--- src/rtl/cmo_pkg.sv ---
package cmo_pkg;

    localparam int WORD_BYTES = 4;

    typedef enum logic [2:0] {
        OP_LOAD    = 3'd0,
        OP_STORE   = 3'd1,
        OP_TOUCH   = 3'd2,
        OP_TOUCH_W = 3'd3,
        OP_CLEAN   = 3'd4,
        OP_FLUSH   = 3'd5,
        OP_ZERO    = 3'd6,
        OP_RSVD    = 3'd7
    } op_e;

    typedef enum logic [2:0] {
        S_IDLE,
        S_LOOK,
        S_WB,
        S_FILL,
        S_ZERO,
        S_ACT
    } state_e;

    // prefetch hints swallow translation faults
    function automatic logic is_hint(input op_e op);
        return (op == OP_TOUCH) || (op == OP_TOUCH_W);
    endfunction

    // where to go once a write-back burst has drained
    function automatic state_e after_wb(input op_e op);
        case (op)
            OP_CLEAN, OP_FLUSH: return S_ACT;
            OP_ZERO:            return S_ZERO;
            default:            return S_FILL;
        endcase
    endfunction

endpackage

--- src/rtl/cmo_tag_store.sv ---
module cmo_tag_store #(
    parameter int NUM_LINES = 8,
    parameter int IDX_W     = 3,
    parameter int TAG_W     = 24
) (
    input  logic             clk,
    input  logic             rst,
    input  logic [IDX_W-1:0] idx,
    input  logic             we,
    input  logic             w_valid,
    input  logic             w_dirty,
    input  logic [TAG_W-1:0] w_tag,
    output logic             r_valid,
    output logic             r_dirty,
    output logic [TAG_W-1:0] r_tag
);

    logic             valid_a [NUM_LINES];
    logic             dirty_a [NUM_LINES];
    logic [TAG_W-1:0] tag_a   [NUM_LINES];

    for (genvar g = 0; g < NUM_LINES; g++) begin : g_line
        always_ff @(posedge clk) begin
            if (rst) begin
                valid_a[g] <= 1'b0;
                dirty_a[g] <= 1'b0;
                tag_a[g]   <= '0;
            end else if (we && idx == IDX_W'(g)) begin
                valid_a[g] <= w_valid;
                dirty_a[g] <= w_dirty;
                tag_a[g]   <= w_tag;
            end
        end
    end

    assign r_valid = valid_a[idx];
    assign r_dirty = dirty_a[idx];
    assign r_tag   = tag_a[idx];

endmodule

--- src/rtl/cmo_data_store.sv ---
module cmo_data_store #(
    parameter int DEPTH  = 64,
    parameter int AW     = 6
) (
    input  logic          clk,
    input  logic          we,
    input  logic [AW-1:0] waddr,
    input  logic [31:0]   wdata,
    input  logic [AW-1:0] raddr,
    output logic [31:0]   rdata
);

    logic [31:0] words [DEPTH];

    always_ff @(posedge clk) begin
        if (we) words[waddr] <= wdata;
    end

    assign rdata = words[raddr];

endmodule

--- src/rtl/cmo_cache.sv ---
module cmo_cache
    import cmo_pkg::*;
#(
    parameter int ADDR_W     = 32,
    parameter int LINE_BYTES = 32,
    parameter int NUM_LINES  = 8
) (
    input  logic              clk,
    input  logic              rst,
    input  logic              cmd_valid,
    input  logic [2:0]        cmd_op,
    input  logic [ADDR_W-1:0] cmd_ra,
    input  logic [ADDR_W-1:0] cmd_rb,
    input  logic [31:0]       cmd_wdata,
    input  logic              cmd_fault,
    output logic              cmd_busy,
    output logic              rsp_done,
    output logic              rsp_fault,
    output logic [31:0]       rsp_rdata,
    output logic              mem_req,
    output logic              mem_we,
    output logic [ADDR_W-1:0] mem_addr,
    output logic [31:0]       mem_wdata,
    input  logic              mem_ack,
    input  logic [31:0]       mem_rdata
);

    localparam int WORDS  = LINE_BYTES / WORD_BYTES;
    localparam int OFF_W  = $clog2(LINE_BYTES);
    localparam int WORD_W = $clog2(WORDS);
    localparam int IDX_W  = $clog2(NUM_LINES);
    localparam int TAG_W  = ADDR_W - OFF_W - IDX_W;
    localparam int DA_W   = IDX_W + WORD_W;
    localparam logic [WORD_W-1:0] LAST_W = WORD_W'(WORDS - 1);

    state_e              state, state_d;
    op_e                 op_q;
    logic [ADDR_W-1:0]   ea_q;
    logic [31:0]         wdata_q;
    logic                fault_q;
    logic [WORD_W-1:0]   wcnt, wcnt_d;
    logic                done_d, fault_d;
    logic [31:0]         rdata_d;

    logic [IDX_W-1:0]    idx;
    logic [TAG_W-1:0]    tagq;
    logic [WORD_W-1:0]   woff;
    logic                unused_lo;

    logic                t_valid, t_dirty;
    logic [TAG_W-1:0]    t_tag;
    logic                tw_en, tw_valid, tw_dirty;
    logic [TAG_W-1:0]    tw_tag;
    logic                hit;

    logic                dw_en;
    logic [DA_W-1:0]     dw_addr, dr_addr;
    logic [31:0]         dw_data, dr_data;

    assign idx       = ea_q[OFF_W +: IDX_W];
    assign tagq      = ea_q[ADDR_W-1 -: TAG_W];
    assign woff      = ea_q[2 +: WORD_W];
    assign unused_lo = ^ea_q[1:0];
    assign hit       = t_valid && (t_tag == tagq);

    cmo_tag_store #(
        .NUM_LINES (NUM_LINES),
        .IDX_W     (IDX_W),
        .TAG_W     (TAG_W)
    ) u_tags (
        .clk     (clk),
        .rst     (rst),
        .idx     (idx),
        .we      (tw_en),
        .w_valid (tw_valid),
        .w_dirty (tw_dirty),
        .w_tag   (tw_tag),
        .r_valid (t_valid),
        .r_dirty (t_dirty),
        .r_tag   (t_tag)
    );

    cmo_data_store #(
        .DEPTH (NUM_LINES * WORDS),
        .AW    (DA_W)
    ) u_data (
        .clk   (clk),
        .we    (dw_en),
        .waddr (dw_addr),
        .wdata (dw_data),
        .raddr (dr_addr),
        .rdata (dr_data)
    );

    assign dr_addr   = (state == S_WB) ? {idx, wcnt} : {idx, woff};
    assign cmd_busy  = (state != S_IDLE);
    assign mem_req   = (state == S_WB) || (state == S_FILL);
    assign mem_we    = (state == S_WB);
    assign mem_addr  = (state == S_WB) ? {t_tag, idx, wcnt, 2'b00}
                                       : {tagq,  idx, wcnt, 2'b00};
    assign mem_wdata = dr_data;

    always_comb begin
        state_d  = state;
        wcnt_d   = wcnt;
        done_d   = 1'b0;
        fault_d  = 1'b0;
        rdata_d  = rsp_rdata;
        tw_en    = 1'b0;
        tw_valid = t_valid;
        tw_dirty = t_dirty;
        tw_tag   = t_tag;
        dw_en    = 1'b0;
        dw_addr  = {idx, wcnt};
        dw_data  = '0;
        case (state)
            S_IDLE: begin
                if (cmd_valid) state_d = S_LOOK;
            end
            S_LOOK: begin
                wcnt_d = '0;
                if (fault_q) begin
                    done_d  = 1'b1;
                    fault_d = !is_hint(op_q);
                    state_d = S_IDLE;
                end else begin
                    case (op_q)
                        OP_CLEAN, OP_FLUSH:
                            state_d = (hit && t_dirty) ? S_WB : S_ACT;
                        OP_ZERO:
                            state_d = (!hit && t_valid && t_dirty) ? S_WB : S_ZERO;
                        default:
                            state_d = hit ? S_ACT
                                    : (t_valid && t_dirty) ? S_WB : S_FILL;
                    endcase
                end
            end
            S_WB: begin
                if (mem_ack) begin
                    wcnt_d = wcnt + 1'b1;
                    if (wcnt == LAST_W) state_d = after_wb(op_q);
                end
            end
            S_FILL: begin
                if (mem_ack) begin
                    dw_en   = 1'b1;
                    dw_data = mem_rdata;
                    wcnt_d  = wcnt + 1'b1;
                    if (wcnt == LAST_W) begin
                        tw_en    = 1'b1;
                        tw_valid = 1'b1;
                        tw_dirty = 1'b0;
                        tw_tag   = tagq;
                        state_d  = S_ACT;
                    end
                end
            end
            S_ZERO: begin
                dw_en  = 1'b1;
                wcnt_d = wcnt + 1'b1;
                if (wcnt == LAST_W) begin
                    tw_en    = 1'b1;
                    tw_valid = 1'b1;
                    tw_dirty = 1'b1;
                    tw_tag   = tagq;
                    state_d  = S_ACT;
                end
            end
            S_ACT: begin
                done_d  = 1'b1;
                state_d = S_IDLE;
                case (op_q)
                    OP_LOAD: rdata_d = dr_data;
                    OP_STORE: begin
                        dw_en    = 1'b1;
                        dw_addr  = {idx, woff};
                        dw_data  = wdata_q;
                        tw_en    = 1'b1;
                        tw_dirty = 1'b1;
                    end
                    OP_CLEAN: begin
                        if (hit) begin
                            tw_en    = 1'b1;
                            tw_dirty = 1'b0;
                        end
                    end
                    OP_FLUSH: begin
                        if (hit) begin
                            tw_en    = 1'b1;
                            tw_valid = 1'b0;
                            tw_dirty = 1'b0;
                        end
                    end
                    default: ;
                endcase
            end
            default: state_d = S_IDLE;
        endcase
    end

    always_ff @(posedge clk) begin
        if (rst) begin
            state     <= S_IDLE;
            op_q      <= OP_LOAD;
            ea_q      <= '0;
            wdata_q   <= '0;
            fault_q   <= 1'b0;
            wcnt      <= '0;
            rsp_done  <= 1'b0;
            rsp_fault <= 1'b0;
            rsp_rdata <= '0;
        end else begin
            state     <= state_d;
            wcnt      <= wcnt_d;
            rsp_done  <= done_d;
            rsp_fault <= fault_d;
            rsp_rdata <= rdata_d;
            if (state == S_IDLE && cmd_valid) begin
                op_q    <= op_e'(cmd_op);
                ea_q    <= cmd_ra + cmd_rb;
                wdata_q <= cmd_wdata;
                fault_q <= cmd_fault;
            end
        end
    end

endmodule

--- config.mk ---
export PLATFORM = sky130hd
export DESIGN_NAME = cmo_cache
export DESIGN_NICKNAME = d
export VERILOG_FILES = /design/src/rtl/cmo_pkg.sv /design/src/rtl/cmo_tag_store.sv /design/src/rtl/cmo_data_store.sv /design/src/rtl/cmo_cache.sv
export SDC_FILE = /design/constraint.sdc
export NUM_CORES = 2
export LEC_CHECK = 0
export ABC_AREA = 0
export BUFFER_PORTS_ARGS = -buffer_cell sky130_fd_sc_hd__buf_2
export CORE_MARGIN = 2
export CORE_UTILIZATION = 45
export DETAILED_ROUTE_END_ITERATION = 16
export GPL_TIMING_DRIVEN = 0
export PLACE_DENSITY = 0.63
export SKIP_CTS_REPAIR_TIMING = 1
export SYNTH_ARGS = -nofsm -noshare
export SYNTH_HDL_FRONTEND = slang
export SYNTH_SLANG_ARGS = --single-unit
export TNS_END_PERCENT = 50
--- constraint.sdc ---
create_clock -name clk -period 4.7 [get_ports clk]
set_input_delay 0.705 -clock clk [delete_from_list [all_inputs] [get_ports clk]]
set_output_delay 0.705 -clock clk [all_outputs]
set_load 0.1 [all_outputs]
==> results by group <==
GRT
  – First-pass GRT wire length: 404000 um
  – Number of global-route vias before repair: about 50000
  – Total GRT Usage: 0.282
  – Total gr overflow: 0
  – Initial antenna violation count: 14
  – Largest net degree at the start of global routing: 65

Critical path
  – CP max stage delay: 0.66 ns
  – CP max FO: 11
  – R2r worst-path depth: 8
  – Critical path origin: state[2]$_SDFFE_PP0P_
  – Reg2Reg Setup Slack: -0.25 ns
  – Critical Path, Cell by Cell: nand2b_4 -> inv_6 -> nand2b_4 -> buf_4 -> mux2i_4 -> buf_12 -> clkbuf_4 -> buf_6 -> mux4_2 -> a22oi_2 -> nand4_1 -> mux2_4 -> buf_12
  – Worst setup EP type: output port
  – Highest-delay cell along the critical path: nand4_1
  – Kind of critical path: reg -> out
  – Reg2reg start: ea_q[7]$_SDFFE_PP0P_
  – RR Endpoint: u_data.words[36][22]$_DFFE_PP_
  – Worst Path Required: 3.99 ns
  – Critical path arrival: 4.78 ns
  – Startpoint types: flip-flop
  – Worst Setup EP: mem_wdata[20]

Run status
  – Failing checks: max-capacitance violations, max-slew violations, negative setup slack
  – Status: finished with violations

Synth
  – Cell Area, Synth: 0.0923 mm^2
  – Mapped Cells: approximately 4600
  – Warnings from Yosys: 0
  – Distinct cells, synth: 63
  – Largest family of logic cells by synthesized area: multiplexers
  – Adder-cell share of the synthesized area: 0.00434
  – Post-synthesis compound-gate area fraction: 0.0381
  – Synth Area in Simple Gates: 0.0348
  – Post-synth EDFFs: 2256
  – Async SR Flop Fraction: 0
  – Primary FF master, synth: edfxtp_1
  – Syn avg cell area: 20.0 um^2
  – XOR/XNOR Fraction of Synth Area: 0.00427
  – Post-synthesis mux area share: 0.148
  – Yosys reg bits: 2365
  – Seq/Total Area, Yosys: 0.757

Clocking
  – TritonCTS clock tree: yes
  – CTS root buffer: clkbuf_16
  – Number of buffers created by CTS: 234
  – Clk sinks: 2365
  – H-tree levels: 4
  – Max Buffers Root-to-Sink: 3
  – Reg clk slew, reported paths: around 0.07 ns
  – Clk_lat worst skew: 0.90 ns

Route
  – Routed vias/inst: 6.40
  – Post-DRT Antenna Nets: 0
  – DR pass1 iterations: 12
  – Routed vias: approximately 53000
  – WL final: 302000 um
  – DRC: 0
  – DR iter-0 viols: 8777
  – Drt wl/cell: 36.7 um

STA
  – Hold Vio Cnt, Final: 0
  – Fmax: between 0.15 and 0.2 GHz
  – Final period util: 1.17
  – Setup Skew: 0.0868 ns
  – Final setup vio count: 454
  – Fin crit period: 5.49 ns
  – Max-slew headroom: -0.0743
  – Setup WS post-layout: -0.789 ns
  – Worst Max-Slew Pin Slew: 1.61 ns
  – Unrepaired setup endpoints after global routing: yes
  – Slew Limit Fails: 11

Flow run
  – Max cap viols: 1

Power and ir drop
  – Gate power share: 0.249
  – PwrDens: 511 mW/mm^2
  – P_int: just under 40 mW
  – Pleak: 37.6 nW
  – Seq pwr share: 0.416
  – P_sw: 17.7 mW
  – Peak supply drop: 0.861 mV
  – Clock group share of total power: 0.336
  – Switching Fraction: 0.313

Floorplan
  – # IOs: 237
  – Die Width: 457 um
  – Initial Util: 0.452
  – Core Region: 0.204 mm^2
  – Die Span Y: 457 um
  – Row Count: 166
  – Die area: 0.209 mm^2

Layout
  – Final net count: between 5000 and 6000
  – Final Core Density: 0.543
  – Non-Filler Instances: 8227
  – Design area: 0.111 mm^2
  – Layout area overhead: 20.2%
  – Share of layout cells above drive strength 1: 0.325

Placement
  – Gp weighted congestion: 0.894
  – Port bufs: 234
  – Placed Instances: 7669
  – Setup WS pre-CTS: -2.61 ns
  – Post-DP Area: 0.100 mm^2
  – HPWL after detailed placement: 198000 um

Min path
  – Worst Hold Launch: cmd_wdata[2]
  – Worst Hold Class: in -> reg
==> cell families after synthesis <==
| logic type | Yosys count |
|---|---|
| AND/OR/NAND/NOR | 720 |
| adder cells (fa/ha/maj) | 32 |
| XOR/XNOR | 45 |
| AO/OA/AOI/OAI | 508 |
| flip-flops | 2365 |
| buffers and inverters | 276 |
| multiplexers | 675 |
| other | 1 |
==> worst min-delay path by stage <==
| stage | endpoint | cells past startpoint |
|---|---|---|
| floorplan | wdata_q[0]$_SDFFE_PP0P_ | 2 |
| CTS | wdata_q[2]$_SDFFE_PP0P_ | 3 |
| detailed placement | wdata_q[12]$_SDFFE_PP0P_ | 2 |
| global route | wdata_q[2]$_SDFFE_PP0P_ | 3 |
| global placement | wdata_q[6]$_SDFFE_PP0P_ | 2 |
| finish | wdata_q[2]$_SDFFE_PP0P_ | 3 |
==> flip-flops by register name, summed over array words and instances, names as in the netlist, named ones only <==
name            flops
ea_q               30
rsp_rdata          32
wcnt                3
u_tags.tag_a      192
op_q                3
u_tags.dirty_a      8
u_data.words     2048
rsp_done            1
fault_q             1
wdata_q            32
u_tags.valid_a      8
state               3
rsp_fault           1
==> layout make-up <==
type / count / area [um^2]
diodes: 11 / 27.5
plain buffers: 264 / 2220
clock buffers: 287 / 6150
clock inverters: 157 / 1610
fillers: 15564 / 93400
inverters: 9 / 38.8
multi-input cells: 1982 / 22300
flip-flops and latches: 2365 / 69900
well taps: 2688 / 3360
repair buffers: 464 / 5300
==> synth_stat cells (9+ instances only) <==
cell / count / area share
buf_1: 43 / 0.0017
nor3_1: 15 / 0.00081
buf_2: 70 / 0.0038
nand3_1: 21 / 0.0011
edfxtp_1: 2256 / 0.73
clkbuf_1: 140 / 0.0057
nand4_1: 68 / 0.0046
o21ai_0: 43 / 0.0023
inv_1: 9 / 0.00037
nand2b_1: 9 / 0.00061
nor2_1: 340 / 0.014
xor2_1: 17 / 0.0016
o21ai_1: 20 / 0.0011
mux4_2: 542 / 0.13
a21oi_1: 87 / 0.0047
a22oi_1: 268 / 0.022
dfxtp_1: 109 / 0.024
ha_1: 32 / 0.0043
nor2b_1: 20 / 0.0014
mux2_2: 37 / 0.0045
xnor2_1: 28 / 0.0027
nand2_1: 200 / 0.0081
a22o_1: 38 / 0.0036
mux2i_1: 91 / 0.0099
==> cells in the final DEF (no fill, tap or decap), types with 32 or more instances in the layout <==
cell type	n
edfxtp_1	2256
mux4_2	542
nor2_1	270
clkbuf_16	246
buf_2	243
a22oi_1	208
nand2_1	200
buf_12	121
buf_4	109
dfxtp_1	107
clkbuf_1	95
a21oi_1	87
mux2i_1	84
nor2_4	69
nand4_1	68
a22oi_2	60
buf_16	54
clkinv_1	52
clkinv_2	52
clkbuf_2	50
o21ai_0	41
buf_6	38
clkbuf_4	35
a22o_2	32
ha_1	32
==> power groups by stage <==
stage / logic (mW) / clock network, mW / registers [mW]
floorplan: 7.78 / 0 / 23.9
global placement: 11.9 / 0 / 24.0
detailed placement: 12.2 / 0 / 24.0
CTS: 12.2 / 19.1 / 23.5
global route: 14.4 / 19.9 / 23.5
finish: 14.1 / 19.0 / 23.5
==> layer usage <==
| layer | up-vias | track usage | share of wire |
|---|---|---|---|
| met2 | 3777 | 0.429 | 0.46 |
| met1 | 27755 | 0.384 | 0.37 |
| met3 | 592 | 0.0738 | 0.12 |
| met4 | 14 | 0.129 | 0.051 |
| li1 | 20546 | - | - |
| met5 | - | 0 | 0.00081 |
==> worst max-delay path: cells and delay by family, from the launching register on <==
| kind | cells | cell delay [ns] |
|---|---|---|
| muxes | 3 | 1.17 |
| and+or+nand+nor | 3 | 0.91 |
| DFF | 1 | 0.35 |
| AOI/OAI and AO/OA | 1 | 0.20 |
| buffers and inverters | 6 | 1.21 |
==> metrics by stage <==
| step | power (mW) | TNS [ns] | hold slack, ns |
|---|---|---|---|
| detailed placement | 36.1 | -210.06 | 0.448 |
| floorplan | 31.7 | -0.766 | 0.436 |
| global placement | 35.9 | -5568.79 | 0.443 |
| CTS | 54.8 | -261.03 | 0.0159 |
| global route | 57.8 | -122.24 | 0.0345 |
| finish | 56.6 | -63.73 | 0.0477 |
(Power assumes the default switching activity.)
